[config.mk]
export PLATFORM = sky130hd
export DESIGN_NAME = isp_entry_seq
export DESIGN_NICKNAME = d
export VERILOG_FILES = /design/src/rtl/isp_entry_pkg.sv /design/src/rtl/isp_delay_timer.sv /design/src/rtl/isp_bit_shifter.sv /design/src/rtl/isp_entry_seq.sv
export SDC_FILE = /design/constraint.sdc
export NUM_CORES = 1
export LEC_CHECK = 0
export BUFFER_PORTS_ARGS = -buffer_cell sky130_fd_sc_hd__buf_2
export CAP_MARGIN = 20
export CORE_MARGIN = 10
export CORE_UTILIZATION = 60
export CTS_BUF_LIST = sky130_fd_sc_hd__clkbuf_4
export DETAILED_ROUTE_END_ITERATION = 8
export MAX_ROUTING_LAYER = met4
export PLACE_DENSITY = 0.84
export SLEW_MARGIN = 20
export SYNTH_ARGS = -nofsm -noshare
export SYNTH_HDL_FRONTEND = slang
export SYNTH_SLANG_ARGS = --single-unit
export TNS_END_PERCENT = 100
[constraint.sdc]
create_clock -name clk -period 2.9 [get_ports clk]
set_clock_uncertainty 0.15 [all_clocks]
set_input_delay 0.145 -clock clk [delete_from_list [all_inputs] [get_ports clk]]
set_output_delay 0.145 -clock clk [all_outputs]
set_load 0.01 [all_outputs]
[src/rtl/isp_entry_pkg.sv]
package isp_entry_pkg;

  typedef enum logic [3:0] {
    ST_IDLE,
    ST_RST_HOLD,
    ST_SETTLE,
    ST_EN1,
    ST_EN2,
    ST_READ,
    ST_RS_ZERO,
    ST_RS_PULSE,
    ST_RS_EN1,
    ST_RS_EN2,
    ST_THIRD,
    ST_FOURTH,
    ST_FINAL
  } seq_state_t;

  localparam logic [7:0] EN_OP      = 8'hAC;
  localparam logic [7:0] EN_KEY     = 8'h53;
  localparam logic [7:0] FAM51_CODE = 8'h86;
  localparam logic [7:0] SYNC_LO    = 8'h20;
  localparam logic [7:0] SYNC_HI    = 8'h7F;

endpackage

[src/rtl/isp_delay_timer.sv]
module isp_delay_timer #(
  parameter int DW = 8
) (
  input  logic          clk,
  input  logic          rst_n,
  input  logic          go,
  input  logic [DW-1:0] len,
  output logic          fin,
  output logic          running
);

  logic [DW-1:0] cnt;

  always_ff @(posedge clk) begin
    if (!rst_n) begin
      cnt     <= '0;
      running <= 1'b0;
      fin     <= 1'b0;
    end else begin
      fin <= 1'b0;
      if (go) begin
        cnt     <= len;
        running <= 1'b1;
      end else if (running) begin
        if (cnt == DW'(1)) begin
          running <= 1'b0;
          fin     <= 1'b1;
        end else begin
          cnt <= cnt - 1'b1;
        end
      end
    end
  end

  // Back-to-back expiry is impossible: a reload needs at least two cycles.
  assert_fin_single_R3: assert property (@(posedge clk) disable iff (!rst_n)
    fin |=> !fin);

endmodule

[src/rtl/isp_bit_shifter.sv]
module isp_bit_shifter #(
  parameter int SCK_HI = 6,
  parameter int SCK_LO = 2
) (
  input  logic       clk,
  input  logic       rst_n,
  input  logic       go,
  input  logic       pulse_only,
  input  logic [7:0] tx_byte,
  input  logic       miso,
  output logic       sck,
  output logic       mosi,
  output logic [7:0] rx_byte,
  output logic       fin
);

  localparam int PMAX = (SCK_HI > SCK_LO) ? SCK_HI : SCK_LO;
  localparam int CW   = $clog2(PMAX) + 1;

  typedef enum logic [1:0] {SH_IDLE, SH_HI, SH_LO} sh_state_t;

  sh_state_t     st;
  logic [CW-1:0] cnt;
  logic [2:0]    bits;
  logic [7:0]    shreg;

  always_ff @(posedge clk) begin
    if (!rst_n) begin
      st      <= SH_IDLE;
      cnt     <= '0;
      bits    <= '0;
      shreg   <= '0;
      sck     <= 1'b0;
      mosi    <= 1'b0;
      rx_byte <= '0;
      fin     <= 1'b0;
    end else begin
      fin <= 1'b0;
      case (st)
        SH_IDLE: begin
          if (go) begin
            st      <= SH_HI;
            cnt     <= CW'(SCK_HI - 1);
            sck     <= 1'b1;
            rx_byte <= {rx_byte[6:0], miso};
            if (pulse_only) begin
              mosi  <= 1'b0;
              shreg <= '0;
              bits  <= 3'd0;
            end else begin
              mosi  <= tx_byte[7];
              shreg <= {tx_byte[6:0], 1'b0};
              bits  <= 3'd7;
            end
          end
        end
        SH_HI: begin
          if (cnt == '0) begin
            st  <= SH_LO;
            cnt <= CW'(SCK_LO - 1);
            sck <= 1'b0;
          end else begin
            cnt <= cnt - 1'b1;
          end
        end
        SH_LO: begin
          if (cnt == '0) begin
            if (bits == 3'd0) begin
              st  <= SH_IDLE;
              fin <= 1'b1;
            end else begin
              st      <= SH_HI;
              cnt     <= CW'(SCK_HI - 1);
              sck     <= 1'b1;
              mosi    <= shreg[7];
              shreg   <= {shreg[6:0], 1'b0};
              bits    <= bits - 3'd1;
              rx_byte <= {rx_byte[6:0], miso};
            end
          end else begin
            cnt <= cnt - 1'b1;
          end
        end
        default: st <= SH_IDLE;
      endcase
    end
  end

  // Length of the current high phase, kept for checking only.
  int hi_run;
  always_ff @(posedge clk) begin
    if (!rst_n) hi_run <= 0;
    else        hi_run <= sck ? hi_run + 1 : 0;
  end

  assert_sck_high_len_R4: assert property (@(posedge clk) disable iff (!rst_n)
    $fell(sck) |-> (hi_run == SCK_HI));

  assert_go_only_idle_R4: assert property (@(posedge clk) disable iff (!rst_n)
    go |-> (st == SH_IDLE));

endmodule

[src/rtl/isp_entry_seq.sv]
module isp_entry_seq
  import isp_entry_pkg::*;
#(
  parameter int SCK_HI     = 6,
  parameter int SCK_LO     = 2,
  parameter int RESET_DLY  = 40,
  parameter int SETTLE_DLY = 30,
  parameter int FINAL_DLY  = 12,
  parameter int MAX_TRIES  = 32
) (
  input  logic       clk,
  input  logic       rst_n,
  input  logic       start,
  input  logic [7:0] dev_code,
  input  logic       miso,
  output logic       tgt_reset,
  output logic       sck,
  output logic       mosi,
  output logic       done,
  output logic       sync_fail
);

  localparam int MAXD01 = (RESET_DLY > SETTLE_DLY) ? RESET_DLY : SETTLE_DLY;
  localparam int MAXD   = (MAXD01 > FINAL_DLY) ? MAXD01 : FINAL_DLY;
  localparam int DW     = $clog2(MAXD + 1) + 1;
  localparam int TW     = $clog2(MAX_TRIES + 1);

  seq_state_t    state, nxt;
  logic [7:0]    code_q;
  logic          rst_q, done_q, fail_q;
  logic [TW-1:0] tries_q;

  logic          t_go, t_fin, t_run;
  logic [DW-1:0] t_len;
  logic          s_go, s_pulse, s_fin;
  logic [7:0]    s_byte, rx_byte;

  logic in_rng, is51, echo_ok, last_try;

  assign in_rng   = (code_q >= SYNC_LO) && (code_q <= SYNC_HI);
  assign is51     = (code_q == FAM51_CODE);
  assign echo_ok  = (rx_byte == EN_KEY);
  assign last_try = (tries_q == TW'(MAX_TRIES - 1));

  isp_delay_timer #(.DW(DW)) u_timer (
    .clk     (clk),
    .rst_n   (rst_n),
    .go      (t_go),
    .len     (t_len),
    .fin     (t_fin),
    .running (t_run)
  );

  isp_bit_shifter #(.SCK_HI(SCK_HI), .SCK_LO(SCK_LO)) u_shift (
    .clk        (clk),
    .rst_n      (rst_n),
    .go         (s_go),
    .pulse_only (s_pulse),
    .tx_byte    (s_byte),
    .miso       (miso),
    .sck        (sck),
    .mosi       (mosi),
    .rx_byte    (rx_byte),
    .fin        (s_fin)
  );

  always_comb begin
    nxt     = state;
    t_go    = 1'b0;
    t_len   = '0;
    s_go    = 1'b0;
    s_pulse = 1'b0;
    s_byte  = 8'h00;
    case (state)
      ST_IDLE: if (start) begin
        t_go = 1'b1; t_len = DW'(RESET_DLY); nxt = ST_RST_HOLD;
      end
      ST_RST_HOLD: if (t_fin) begin
        t_go = 1'b1; t_len = DW'(SETTLE_DLY); nxt = ST_SETTLE;
      end
      ST_SETTLE: if (t_fin) begin
        s_go = 1'b1; s_byte = EN_OP; nxt = ST_EN1;
      end
      ST_EN1: if (s_fin) begin
        s_go = 1'b1; s_byte = EN_KEY; nxt = ST_EN2;
      end
      ST_EN2: if (s_fin) begin
        s_go = 1'b1; nxt = in_rng ? ST_READ : ST_THIRD;
      end
      ST_READ: if (s_fin) begin
        if (echo_ok || last_try) begin
          s_go = 1'b1; nxt = ST_FOURTH;
        end else begin
          s_go = 1'b1; nxt = ST_RS_ZERO;
        end
      end
      ST_RS_ZERO: if (s_fin) begin
        s_go = 1'b1; s_pulse = 1'b1; nxt = ST_RS_PULSE;
      end
      ST_RS_PULSE: if (s_fin) begin
        s_go = 1'b1; s_byte = EN_OP; nxt = ST_RS_EN1;
      end
      ST_RS_EN1: if (s_fin) begin
        s_go = 1'b1; s_byte = EN_KEY; nxt = ST_RS_EN2;
      end
      ST_RS_EN2: if (s_fin) begin
        s_go = 1'b1; nxt = ST_READ;
      end
      ST_THIRD: if (s_fin) begin
        if (is51) begin
          t_go = 1'b1; t_len = DW'(FINAL_DLY); nxt = ST_FINAL;
        end else begin
          s_go = 1'b1; nxt = ST_FOURTH;
        end
      end
      ST_FOURTH: if (s_fin) begin
        t_go = 1'b1; t_len = DW'(FINAL_DLY); nxt = ST_FINAL;
      end
      ST_FINAL: if (t_fin) nxt = ST_IDLE;
      default: nxt = ST_IDLE;
    endcase
  end

  always_ff @(posedge clk) begin
    if (!rst_n) begin
      state   <= ST_IDLE;
      code_q  <= '0;
      rst_q   <= 1'b1;
      done_q  <= 1'b0;
      fail_q  <= 1'b0;
      tries_q <= '0;
    end else begin
      state  <= nxt;
      done_q <= (state == ST_FINAL) && t_fin;
      if (state == ST_IDLE && start) begin
        code_q  <= dev_code;
        rst_q   <= (dev_code != FAM51_CODE);
        fail_q  <= 1'b0;
        tries_q <= '0;
      end
      if (state == ST_RST_HOLD && t_fin) rst_q <= ~rst_q;
      if (state == ST_READ && s_fin && !echo_ok) begin
        if (last_try) fail_q  <= 1'b1;
        else          tries_q <= tries_q + 1'b1;
      end
    end
  end

  assign tgt_reset = rst_q;
  assign done      = done_q;
  assign sync_fail = fail_q;

  assert_reset_line_stable_R2: assert property (@(posedge clk) disable iff (!rst_n)
    (state != ST_IDLE && state != ST_RST_HOLD) |=> $stable(tgt_reset));

  assert_sck_quiet_in_delay_R3: assert property (@(posedge clk) disable iff (!rst_n)
    t_run |-> !sck);

  assert_tries_bound_R8: assert property (@(posedge clk) disable iff (!rst_n)
    tries_q < TW'(MAX_TRIES));

  assert_no_read_outside_range_R9: assert property (@(posedge clk) disable iff (!rst_n)
    !in_rng |-> (state != ST_READ));

  assert_done_pulse_R11: assert property (@(posedge clk) disable iff (!rst_n)
    done |=> !done);

endmodule

After elaboration in Yosys (flattened, before gate mapping):

Cells that the tools add are included.

* $add $sub $neg: 4
* order comparisons: 2
* reduce and logical (&&, ||, !) cells: 26
* equal/unequal tests: 38
* bitwise logic cells: 3
* muxes and demuxes: 87

Operators by type and width (count)
* 2-to-1 mux 4 bit: 22
* 2-to-1 mux 8 bit: 9
* one-hot mux 4 bit (13 select lines): 1
* one-hot mux 8 bit (2 select lines): 2
* 2-to-1 mux 7 bit: 4
* != test 2 x 1 -> 1 bit, second input constant: 14
* 2-to-1 mux 1 bit: 27
* 2-to-1 mux 6 bit: 4
* one-hot mux 6 bit (4 select lines): 1
* one-hot mux 8 bit (3 select lines): 1
* equality test 4 bit, second input constant: 5
* equality test 4 x 3 -> 1 bit, second input constant: 4
* 2-to-1 mux 3 bit: 5
* AND reduction 13 bit: 1
* one-hot mux 4 bit (3 select lines): 1
* AND reduction 3 bit: 3
* equality test 4 x 2 -> 1 bit, second input constant: 2
* equality test 8 x 7 -> 1 bit, second input constant: 1
* equality test 8 bit, second input constant: 1
* >= comparator 8 x 6 -> 1 bit, second input constant: 1
* <= comparator 8 x 7 -> 1 bit, second input constant: 1
* zero test 4 bit: 2
* != test 2 bit, second input constant: 4
* != test 8 bit, second input constant: 1
* 31 further kinds: 43

* logic and storage cells: 177
* register bits: 58
* output and inout bits: 5

Logic depth before layout (Yosys ltp):

Gate-level depths: netlist of run 1.

* depth after elaboration: 6
* mapped depth: 9
* mapped depth without buffers: 7

Hierarchy:

A second synthesis of run 1 with hierarchy kept.

* cells, all modules: 377
* area, all modules: 3270.6 µm²

Modules (own cells, without submodules)
* isp_bit_shifter: seq. area each 540.5 µm², area an instance 1376.3 µm², instances 1, cells each 150
* isp_entry_seq: seq. area each 420.4 µm², area an instance 1368.8 µm², instances 1, cells each 168
* isp_delay_timer: seq. area each 180.2 µm², area an instance 525.5 µm², instances 1, cells each 59

Worst setup path after synthesis of run 1:

No wires, ideal clock.

* kind: flip-flop to flip-flop
* start point: register u_shift.cnt[0]
* end point: register u_shift.rx_byte[1]
* period minus slack after synthesis: 2130 ps
* buffers on the path: 2
* arrival: 1908 ps
* stages on the path, launching flop included: 10
* setup slack: 770 ps
* cells stage by stage: dfxtp_1 -> inv_1 -> ha_1 -> nor3b_2 -> nand3_1 -> and2_1 -> clkbuf_1 -> nor2_1 -> buf_4 -> mux2i_1

* longest elaborated chain between the ends: 3

Ends and longest elaborated chain
* from (decl): RTL line isp_bit_shifter.sv:23 `logic [CW-1:0] cnt;`
* from (signal assigned): RTL line isp_bit_shifter.sv:43 `cnt <= CW'(SCK_HI - 1);`
* from (signal assigned): RTL line isp_bit_shifter.sv:60 `cnt <= CW'(SCK_LO - 1);`
* from (signal assigned): RTL line isp_bit_shifter.sv:63 `cnt <= cnt - 1'b1;`
* zero test 4 bit: RTL line isp_bit_shifter.sv:67 `if (cnt == '0) begin`
* != test 2 x 1 -> 1 bit (no line)
* AND reduction 4 bit (no line)
* to (signal assigned): RTL line isp_bit_shifter.sv:45 `rx_byte <= {rx_byte[6:0], miso};`
* to (signal assigned): RTL line isp_bit_shifter.sv:78 `rx_byte <= {rx_byte[6:0], miso};`
* to (decl): RTL line isp_bit_shifter.sv:13 `output logic [7:0] rx_byte,`

No other way between the ends.
A chain may end at the register's enable or synchronous reset.

Final worst setup path of run 1:

* start point: register state[0]
* end point: register u_shift.rx_byte[2]

* longest elaborated chain between the ends: 5

Ends and longest elaborated chain
* from (decl): RTL line isp_entry_seq.sv:28 `seq_state_t state, nxt;`
* from (signal assigned): RTL line isp_entry_seq.sv:133 `state <= nxt;`
* equality test 4 x 3 -> 1 bit, or another cell as far along: RTL line isp_entry_seq.sv:74 `case (state)`
* OR reduction 7 bit (no line)
* one-hot mux 1 bit (3 select lines) *: RTL line isp_entry_seq.sv:74
* != test 2 bit (no line) *
* AND reduction 4 bit (no line) *

Every way passes the cells marked *; elsewhere a longest branch is shown, timed or not.

==> metrics.cfg, run 1 <==
[sta]
final-hold-violation-count=0
slew_headroom_pct=41.7
layout_min_cycle_time_ps=2430
tightest_slew_ps=870
max_freq_mhz=411
rsz0062_at_grt=false
slew_viol_final=0
fin_setup_tns_ps=0
period_share_pct=83.9
setup_viol=0

[grt]
antenna_found_initial=0
grt_overflow=0
grtUsageTotal_pct=17.6
grt_pass1_wl_um=12200
use_met1_pct=22.2
grt_max_degree=31
grtUsageMet2_pct=26.5
grt_pass1_vias=2697
use_met3_pct=3.71
top_usage_layer=met2

[worst_setup_path]
cp-end-kind=flip-flop
path_class=reg2reg
path_max_fanout=19
crit_required_ps=3090
crit_arrival_ps=2620
critPathLaunchType=flip-flop

[place]
placed_cell_area_um2=3280
port_buffers=16
dp_hpwl_um=4930
gp_congestion=0.942

[cells_and_area]
antennaDiodeCount=0
area_growth_pct=11.4
fin_nets=428
finish.instance_area_um2=3500
drive_gt1_share_pct=11.7

[power]
p_switching_mw=1.22
p_sw_share_pct=40.5
seqPwrFrac_pct=37.8
comb_power_share_pct=43.7
clkPwrFrac_pct=18.5
power_density_nw_per_um2=858
vdd_ir_drop_max_v=0.000363
p_leak_nw=1.27
internal_power_mw=1.79

[logic_synthesis]
syn_area_per_cell_um2=8.25
synth-edff-count=0
synth_adder_area_share_pct=4.78
synthMuxAreaShare_pct=4.14
synth_compound_area_share_pct=22.2
ys_ff_latch=57
synth-simple-area-share_pct=25.0
async_flop_share_pct=0
syn-instance-count=381
yosysSeqAreaShare_pct=36.3
synth.distinct_cells=65
yosys.area_share.xor_xnor_pct=2.23
yosys_warnings=0
synth_top_family_by_area=simple AND/OR/NAND/NOR gates
ys.flop_type=dfxtp_1
synth_nets=405
syn-cell-area_um2=3140

[floorplan]
die-area_um2=8530
start_util_pct=61.5
pin_count=17
std_cell_rows=26
die_h_um=92.4
die_x_um=92.4
core-area_um2=5110

[routing]
drt-pass1-iter-count=4
ant_nets=0
drt_iter0_drc=282
routed_wl_um=7160
routedWlPerCell_um=15.0
routed_via_density=6.02
route.detailed.drc=0
vias=2883

[clock_tree]
cts.clk_slew.worst_paths_ps=90
htree_levels=3
clock-sinks=57
cts_buffers=9
cts_tree=yes
cts_buffer_depth=2
cts_root_buf=clkbuf_4
cts_resized=0
clock_latency_ps=410

[status]
status=complete, no violations

[worst_hold_path]
holdCritPathClass=in2reg

[flow_run]
drv_cap=0

==> cells by family (layout without fill, tap and decap cells) <==
logic type,after synthesis,after routing
and+or+nand+nor,150,150
muxes,13,13
xor gates and xnor gates,8,8
buffers and inverters,40,68
AOI/OAI and AO/OA,101,101
adders and majority gates,12,12
DFF,57,57
==> cells in the mapped netlist, types with 3 or more instances <==
master     instances  area (um^2)
nand2_1           53          199
o21ai_0           13         65.1
or3_1              5         31.3
inv_1             15         56.3
or4_1              4         30.0
xor2_1             5         43.8
nor3b_1            5         37.5
nand3_1            7         35.0
o31a_1             3         26.3
ha_1              12          150
nor3_1            14         70.1
a211oi_1           3         22.5
a311oi_1           6         52.6
a2111oi_0          5         43.8
nand2b_1           9         56.3
nor4bb_1           4         40.0
a21oi_1           34          170
buf_2              6         30.0
a21o_1             3         22.5
o21a_1             4         30.0
nor2_1            21         78.8
and3_1             4         25.0
nor4_1             3         18.8
clkbuf_1          13         48.8
nand4_1            4         25.0
mux2i_1           13          130
xnor2_1            3         26.3
dfxtp_1           57         1140
nor2b_1            5         31.3
==> path summary, 6_finish.rpt <==
check | start | cells past startpoint | to | slack (ps)
max | state[0] | 6 | u_shift.rx_byte[2] | 470
min | rst_n | 3 | tries_q[5] | 100
max reg2reg | state[0] | 6 | u_shift.rx_byte[2] | 470
min reg2reg | code_q[1] | 2 | code_q[1] | 310
==> through the flow <==
| stage | hold slack, ps | instances | worst slack, ps | total power [mW] | util [%] |
|---|---|---|---|---|---|
| global route | 112 | 479 | 239 | 3.23 | 68.5 |
| detailed placement | 247 | 454 | 481 | 2.42 | 64.2 |
| CTS | 82.8 | 479 | 471 | 2.98 | 68.5 |
| global placement | 243 | 454 | 606 | 2.38 | 64.2 |
| finish | 101 | 479 | 467 | 3.00 | 68.5 |
| floorplan | 131 | 381 | 770 | 2.14 | - |
==> metal layers <==
metal	routed length, um	up-vias
li1	-	1439
met1	3350	1365
met2	3420	70
met3	304	9
met4	85	0
met5	0	-
==> critical path: stages, from the launching register on <==
cell and delay [ps]:
dfxtp_1 500, nand2b_4 250, a2111o_1 380, o211a_1 280
nor2_1 330, buf_4 270, mux2i_1 200
==> power by group through the flow <==
stage | Sequential (mW) | Combinational, mW | Clock, mW
after floorplan | 1.06 | 1.08 | 0
after global routing | 1.16 | 1.47 | 0.602
after global placement | 1.14 | 1.24 | 0
final | 1.13 | 1.31 | 0.557
after CTS | 1.13 | 1.28 | 0.563
after detailed placement | 1.15 | 1.27 | 0
==> timing repair <==
action,in CTS,in global routing
setup buffers,0,0
hold buffers,9,0
hold endpoints to repair,9,0
==> cells in the final DEF, fill, tap and decap left out, types with 6 or more instances in the layout <==
master,synthesis,layout
a21oi_1,34,34
a311oi_1,6,6
buf_2,6,16
buf_4,1,10
clkbuf_4,0,11
dfxtp_1,57,57
dlygate4sd3_1,0,9
ha_1,12,12
inv_1,15,15
mux2i_1,13,13
nand2_1,53,53
nand2b_1,9,9
nand3_1,7,7
nor2_1,21,21
nor3_1,14,14
o21ai_0,13,13
==> sequential cells by signal (all words and copies together), names as in the netlist <==
name	count
u_timer.cnt	7
u_shift.bits	3
u_timer.fin	1
u_timer.running	1
u_shift.rx_byte	8
u_shift.sck	1
sync_fail	1
u_shift.fin	1
u_shift.cnt	4
state	4
tgt_reset	1
done	1
tries_q	6
u_shift.shreg	7
u_shift.st	2
code_q	8
u_shift.mosi	1
==> layout make-up <==
cell class,instances,area (um^2)
multi-input cells,284,1830
fillers,442,1610
flip-flops and latches,57,1140
repair buffers,35,245
well taps,70,87.6
clock buffers,11,82.6
inverters,17,63.8
clock inverters,5,46.3
Power figures use the tool's default switching activity.
==> run 2: changes to the inputs <==
==> constraint.sdc (replaced) <==
create_clock -name clk -period 2.37 [get_ports clk]
set_clock_uncertainty 0.15 [all_clocks]
set_input_delay 0.1185 -clock clk [delete_from_list [all_inputs] [get_ports clk]]
set_output_delay 0.1185 -clock clk [all_outputs]
set_load 0.01 [all_outputs]
==> metrics.cfg, run 2 (synthesis gave the netlist of run 1 again) <==
[worst_setup_path]
crit_arrival_ps=2410
path_class=reg2reg
path_max_fanout=8
crit_required_ps=2510
critPathLaunchType=flip-flop
cp-end-kind=flip-flop

[sta]
layout_min_cycle_time_ps=2270
final-hold-violation-count=0
max_freq_mhz=441
slew_viol_final=0
fin_setup_tns_ps=0
tightest_slew_ps=571
rsz0062_at_grt=false
setup_viol=0
period_share_pct=95.7
slew_headroom_pct=60.9

[grt]
grt_pass1_vias=2854
grtUsageTotal_pct=18.8
antenna_found_initial=0
grt_pass1_wl_um=13000
grt_overflow=0
grt_max_degree=31

[clock_tree]
cts_root_buf=clkbuf_4
htree_levels=3
clock-sinks=57
cts_buffers=9
cts.clk_slew.worst_paths_ps=100
cts_tree=yes
cts_buffer_depth=2
clock_latency_ps=420

[routing]
drt-pass1-iter-count=5
routed_via_density=6.09
routedWlPerCell_um=15.3
routed_wl_um=7470
drt_iter0_drc=208
route.detailed.drc=0
ant_nets=0
vias=2972

[cells_and_area]
fill_cells=407
fin_nets=438
final_cell_count_no_fill=488
antennaDiodeCount=0
drive_gt1_share_pct=14.4
final_cell_mix=57 x dfxtp_1, 53 x nand2_1, 34 x a21oi_1
final_common_cell=dfxtp_1
area_growth_pct=15.0
reg.largest.list=code_q x8, u_shift.rx_byte x8

[power]
p_leak_nw=1.34
vdd_ir_drop_max_v=0.000483
power_density_nw_per_um2=1080
p_total_mw=3.90

[floorplan]
die-area_um2=8530
std_cell_rows=26
pin_count=17
die_x_um=92.4
start_util_pct=61.5
die_h_um=92.4
core-area_um2=5110

[worst_hold_path]
holdCritPathClass=in2reg

[status]
status=complete, no violations

[place]
dp_hpwl_um=5140
dp.cells=462
gp_congestion=0.879
port_buffers=16

[flow_run]
drv_cap=0

==> run 2: worst paths after layout <==
kind,to,slack (ps),cells past startpoint,startpoint
hold reg to reg,code_q[3],310,2,code_q[3]
setup reg to reg,u_shift.shreg[4],100,7,code_q[7]
hold / removal,u_shift.st[0],30,3,rst_n
setup / recovery,u_shift.shreg[4],100,7,code_q[7]
==> run 2: report_power, final <==
group | switching [mW] | internal [mW] | total, mW
Clock | 0.354 | 0.441 | 0.795
Sequential | 0.189 | 1.17 | 1.36
Combinational | 0.989 | 0.758 | 1.75
Total | 1.53 | 2.37 | 3.90
==> run 2: layout make-up <==
cell class / count / area [um^2] / area share, %
tap: 70 / 87.6 / 2.42
timing repair buffer: 45 / 333 / 9.21
clock inverter: 4 / 68.8 / 1.91
multi-input combinational: 284 / 1840 / 50.8
clock buffer: 11 / 82.6 / 2.29
inverter: 17 / 63.8 / 1.77
sequential: 57 / 1140 / 31.6
==> run 2: what timing repair did <==
action,CTS,global route
gates resized for setup,0,2
buffers inserted,0,2
endpoints found under the hold margin,9,0
hold buffers,9,0
setup endpoints to repair,0,9
==> run 2: worst max-delay path, cell delays in order (launching register included) <==
cell	delay (ps)
dfxtp_1	340
nor4b_1	140
buf_4	140
a2111o_1	420
o211a_1	230
buf_4	190
a2111oi_0	450
nor3_1	80
==> run 2: through the flow <==
stage / setup slack, ps / util, % / area, um^2 / hold slack (ps)
final: 102 / 70.7 / 3610 / 26.0
after global routing: 11.3 / 70.7 / 3610 / 71.9
after CTS: 113 / 70.1 / 3580 / 30.0
after detailed placement: 144 / 65.4 / 3340 / 226
after global placement: 197 / 65.4 / 3340 / 220
after floorplan: 240 / - / 3140 / 104
==> run 2: layer usage <==
metal  part of all wire (%)  global-route usage (%)
met1                     44                    23.0
met2                     47                    28.6
met3                    6.7                    4.44
met4                    2.2                    9.25
met5                      0                       -
==> run 3: changes to the inputs <==
--- a/config.mk
+++ b/config.mk
@@ -5,10 +5,11 @@
 export SDC_FILE = /design/constraint.sdc
 export NUM_CORES = 1
 export LEC_CHECK = 0
+export ABC_CLOCK_PERIOD_IN_PS = 1900
 export BUFFER_PORTS_ARGS = -buffer_cell sky130_fd_sc_hd__buf_2
 export CAP_MARGIN = 20
 export CORE_MARGIN = 10
-export CORE_UTILIZATION = 60
+export CORE_UTILIZATION = 57
 export CTS_BUF_LIST = sky130_fd_sc_hd__clkbuf_4
 export DETAILED_ROUTE_END_ITERATION = 8
 export MAX_ROUTING_LAYER = met4
@@ -16,5 +17,6 @@
 export SLEW_MARGIN = 20
 export SYNTH_ARGS = -nofsm -noshare
 export SYNTH_HDL_FRONTEND = slang
+export SYNTH_HIERARCHICAL = 1
 export SYNTH_SLANG_ARGS = --single-unit
 export TNS_END_PERCENT = 100
==> constraint.sdc (replaced) <==
create_clock -name clk -period 1.9 [get_ports clk]
set_clock_uncertainty 0.15 [all_clocks]
set_input_delay 0.095 -clock clk [delete_from_list [all_inputs] [get_ports clk]]
set_output_delay 0.095 -clock clk [all_outputs]
set_load 0.01 [all_outputs]
==> metrics.cfg, run 3 <==
[power]
seqPwrFrac_pct=34.6
p_sw_share_pct=37.8
p_total_mw=4.33
power_density_nw_per_um2=988
vdd_ir_drop_max_v=0.00107
p_leak_nw=1.67
clkPwrFrac_pct=19.3
internal_power_mw=2.69
p_switching_mw=1.63
comb_power_share_pct=46.0

[clock_tree]
cts_buffer_depth=2
htree_levels=3
cts_root_buf=clkbuf_4
cts_tree=yes
clock-sinks=57
cts_buffers=9
clock_latency_ps=430
cts.clk_slew.worst_paths_ps=100

[sta]
rsz0062_at_grt=true
final-hold-violation-count=0
max_freq_mhz=416
tightest_slew_ps=530
slew_viol_final=0
slew_headroom_pct=64.7
setup_viol=39
period_share_pct=127
layout_min_cycle_time_ps=2410
layout_setup_ws_ps=-505

[place]
placed_cell_area_um2=3790
dp_hpwl_um=5730
gp_congestion=0.988
port_buffers=16

[logic_synthesis]
synth.largest_area_cell=dfxtp_1
async_flop_share_pct=0
ys_top_cells_by_count=57 x dfxtp_1, 44 x nand2_1, 26 x a21oi_1
yosysMostFrequentCell=dfxtp_1
syn_area_per_cell_um2=8.68
ys.flop_type=dfxtp_1
yosysSeqAreaShare_pct=34.9
syn-cell-area_um2=3270
yosys_warnings=6
synth-edff-count=0
synth.top_cell.area_share_pct=34.9
synth.distinct_cells=70
ys_top_cells_by_area=dfxtp_1 35%, mux2i_1 5.2%, nand2_1 5.0%, ha_1 4.2%, a21oi_1 4.0%
syn-instance-count=377
ys_ff_latch=57

[routing]
vias=3360
route.detailed.drc=0
routedWlPerCell_um=18.5
drt_iter0_drc=413
routed_via_density=6.17
drt-pass1-iter-count=5
ant_nets=0
routed_wl_um=10100

[grt]
grt_pass1_vias=3222
grtUsageTotal_pct=20.9
grt_overflow=0
grt_max_degree=20
grt_pass1_wl_um=14900
antenna_found_initial=0

[flow_run]
drv_cap=0

[worst_setup_path]
path_class=reg2reg
cp-end-kind=flip-flop
critPathLaunchType=flip-flop
critPathTopFamily=simple AND/OR/NAND/NOR gates
crit_required_ps=2080
slowest_delay_ps=550
crit_buf_inv=1
r2r_start=code_q[0]
cp_slowest_cell=or4b_4
path_max_fanout=5
crit_start=code_q[0]
crit_arrival_ps=2580
crit_path_cell_trace=or4b_4 -> o41ai_4 -> nand2_2 -> a21oi_2 -> o22ai_2 -> nor2b_2 -> buf_4 -> nor2_4 -> a41o_1

[status]
status=finished with violations
failed_checks=setup timing

[worst_hold_path]
min_from=start
holdCritPathClass=in2reg

[cells_and_area]
final_common_cell=buf_4
drive_gt1_share_pct=34.9
finish.instance_area_um2=4380
antennaDiodeCount=0
fill_cells=324
fin_nets=492
area_growth_pct=33.9
final_cell_mix=56 x buf_4, 54 x dfxtp_1, 43 x nand2_1
reg.largest.list=code_q x8, u_shift/rx_byte x8

[floorplan]
start_util_pct=59.0
die_h_um=95.8
pin_count=17
core-area_um2=5540
die_x_um=95.8
std_cell_rows=27
die-area_um2=9170

run 3: routing by layer:
metal / wire [um] / GRT usage (%) / vias up
met5: 0 / - / -
met4: 266 / 9.83 / 0
met3: 531 / 4.20 / 32
met2: 5260 / 36.1 / 141
met1: 4000 / 22.7 / 1624
li1: - / - / 1563
run 3: power groups by stage:
| stage | Sequential [mW] | Clock [mW] | Combinational (mW) |
|---|---|---|---|
| after floorplan | 1.47 | 0 | 1.05 |
| after global placement | 1.49 | 0 | 1.45 |
| after detailed placement | 1.51 | 0 | 1.49 |
| after CTS | 1.48 | 0.826 | 1.66 |
| after global routing | 1.51 | 0.893 | 2.13 |
| final | 1.50 | 0.836 | 1.99 |
run 3: cell type report:
type | count | area (um^2) | area share, %
Tap cell | 72 | 90.1 | 2.06
Clock inverter | 6 | 50.0 | 1.14
Sequential cell | 57 | 1150 | 26.2
Multi-Input combinational cell | 288 | 2180 | 49.9
Clock buffer | 9 | 67.6 | 1.54
Inverter | 17 | 66.3 | 1.51
Timing Repair Buffer | 96 | 772 | 17.6
run 3: timing repair:
| action | in CTS | in global routing |
|---|---|---|
| gates resized for setup | 27 | 31 |
| endpoints found under the hold margin | 23 | 0 |
| pin swaps | 15 | 11 |
| cloned | 3 | 0 |
| hold buffers | 11 | 0 |
| setup buffers | 6 | 8 |
| endpoints found under the setup margin | 48 | 52 |
run 3: path summary, 6_finish.rpt:
check / to / slack [ps] / cells after the start
worst max-delay path: u_shift/bits[1] / -510 / 9
worst min register to register: u_shift/shreg[1] / 310 / 2
worst max register to register: u_shift/bits[1] / -510 / 9
worst min-delay path: tries_q[3] / 80 / 6
run 3: metrics by stage:
stage               util [%]  hold WS, ps  worst slack [ps]  setup TNS, ps  instances
detailed placement      68.5          203              -552         -15890        503
CTS                     75.7         90.5              -469         -14890        538
finish                  79.0         76.5              -505         -16410        545
global route            79.0         92.7              -644         -21320        545
floorplan                  -         76.2              -413          -9530        378
global placement        68.5          200              -480         -13340        503
run 3: kinds of logic after synthesis:
group           count (synthesis)  synth area share (%)
xor+xnor                        6                  1.61
buf+inv                        36                  5.24
other cells                     1                 0.115
compound gates                105                  23.5
mux                            18                  5.55
simple gates                  143                  24.9
flops                          57                  34.9
fa+ha+maj                      11                  4.21
run 3: worst reg2reg max path, stage by stage (launching register included):
cell     delay, ps
dfxtp_2        330
or4b_4         550
o41ai_4        270
nand2_2        120
a21oi_2        170
o22ai_2         90
nor2b_2        150
buf_4          180
nor2_4          70
a41o_1         250
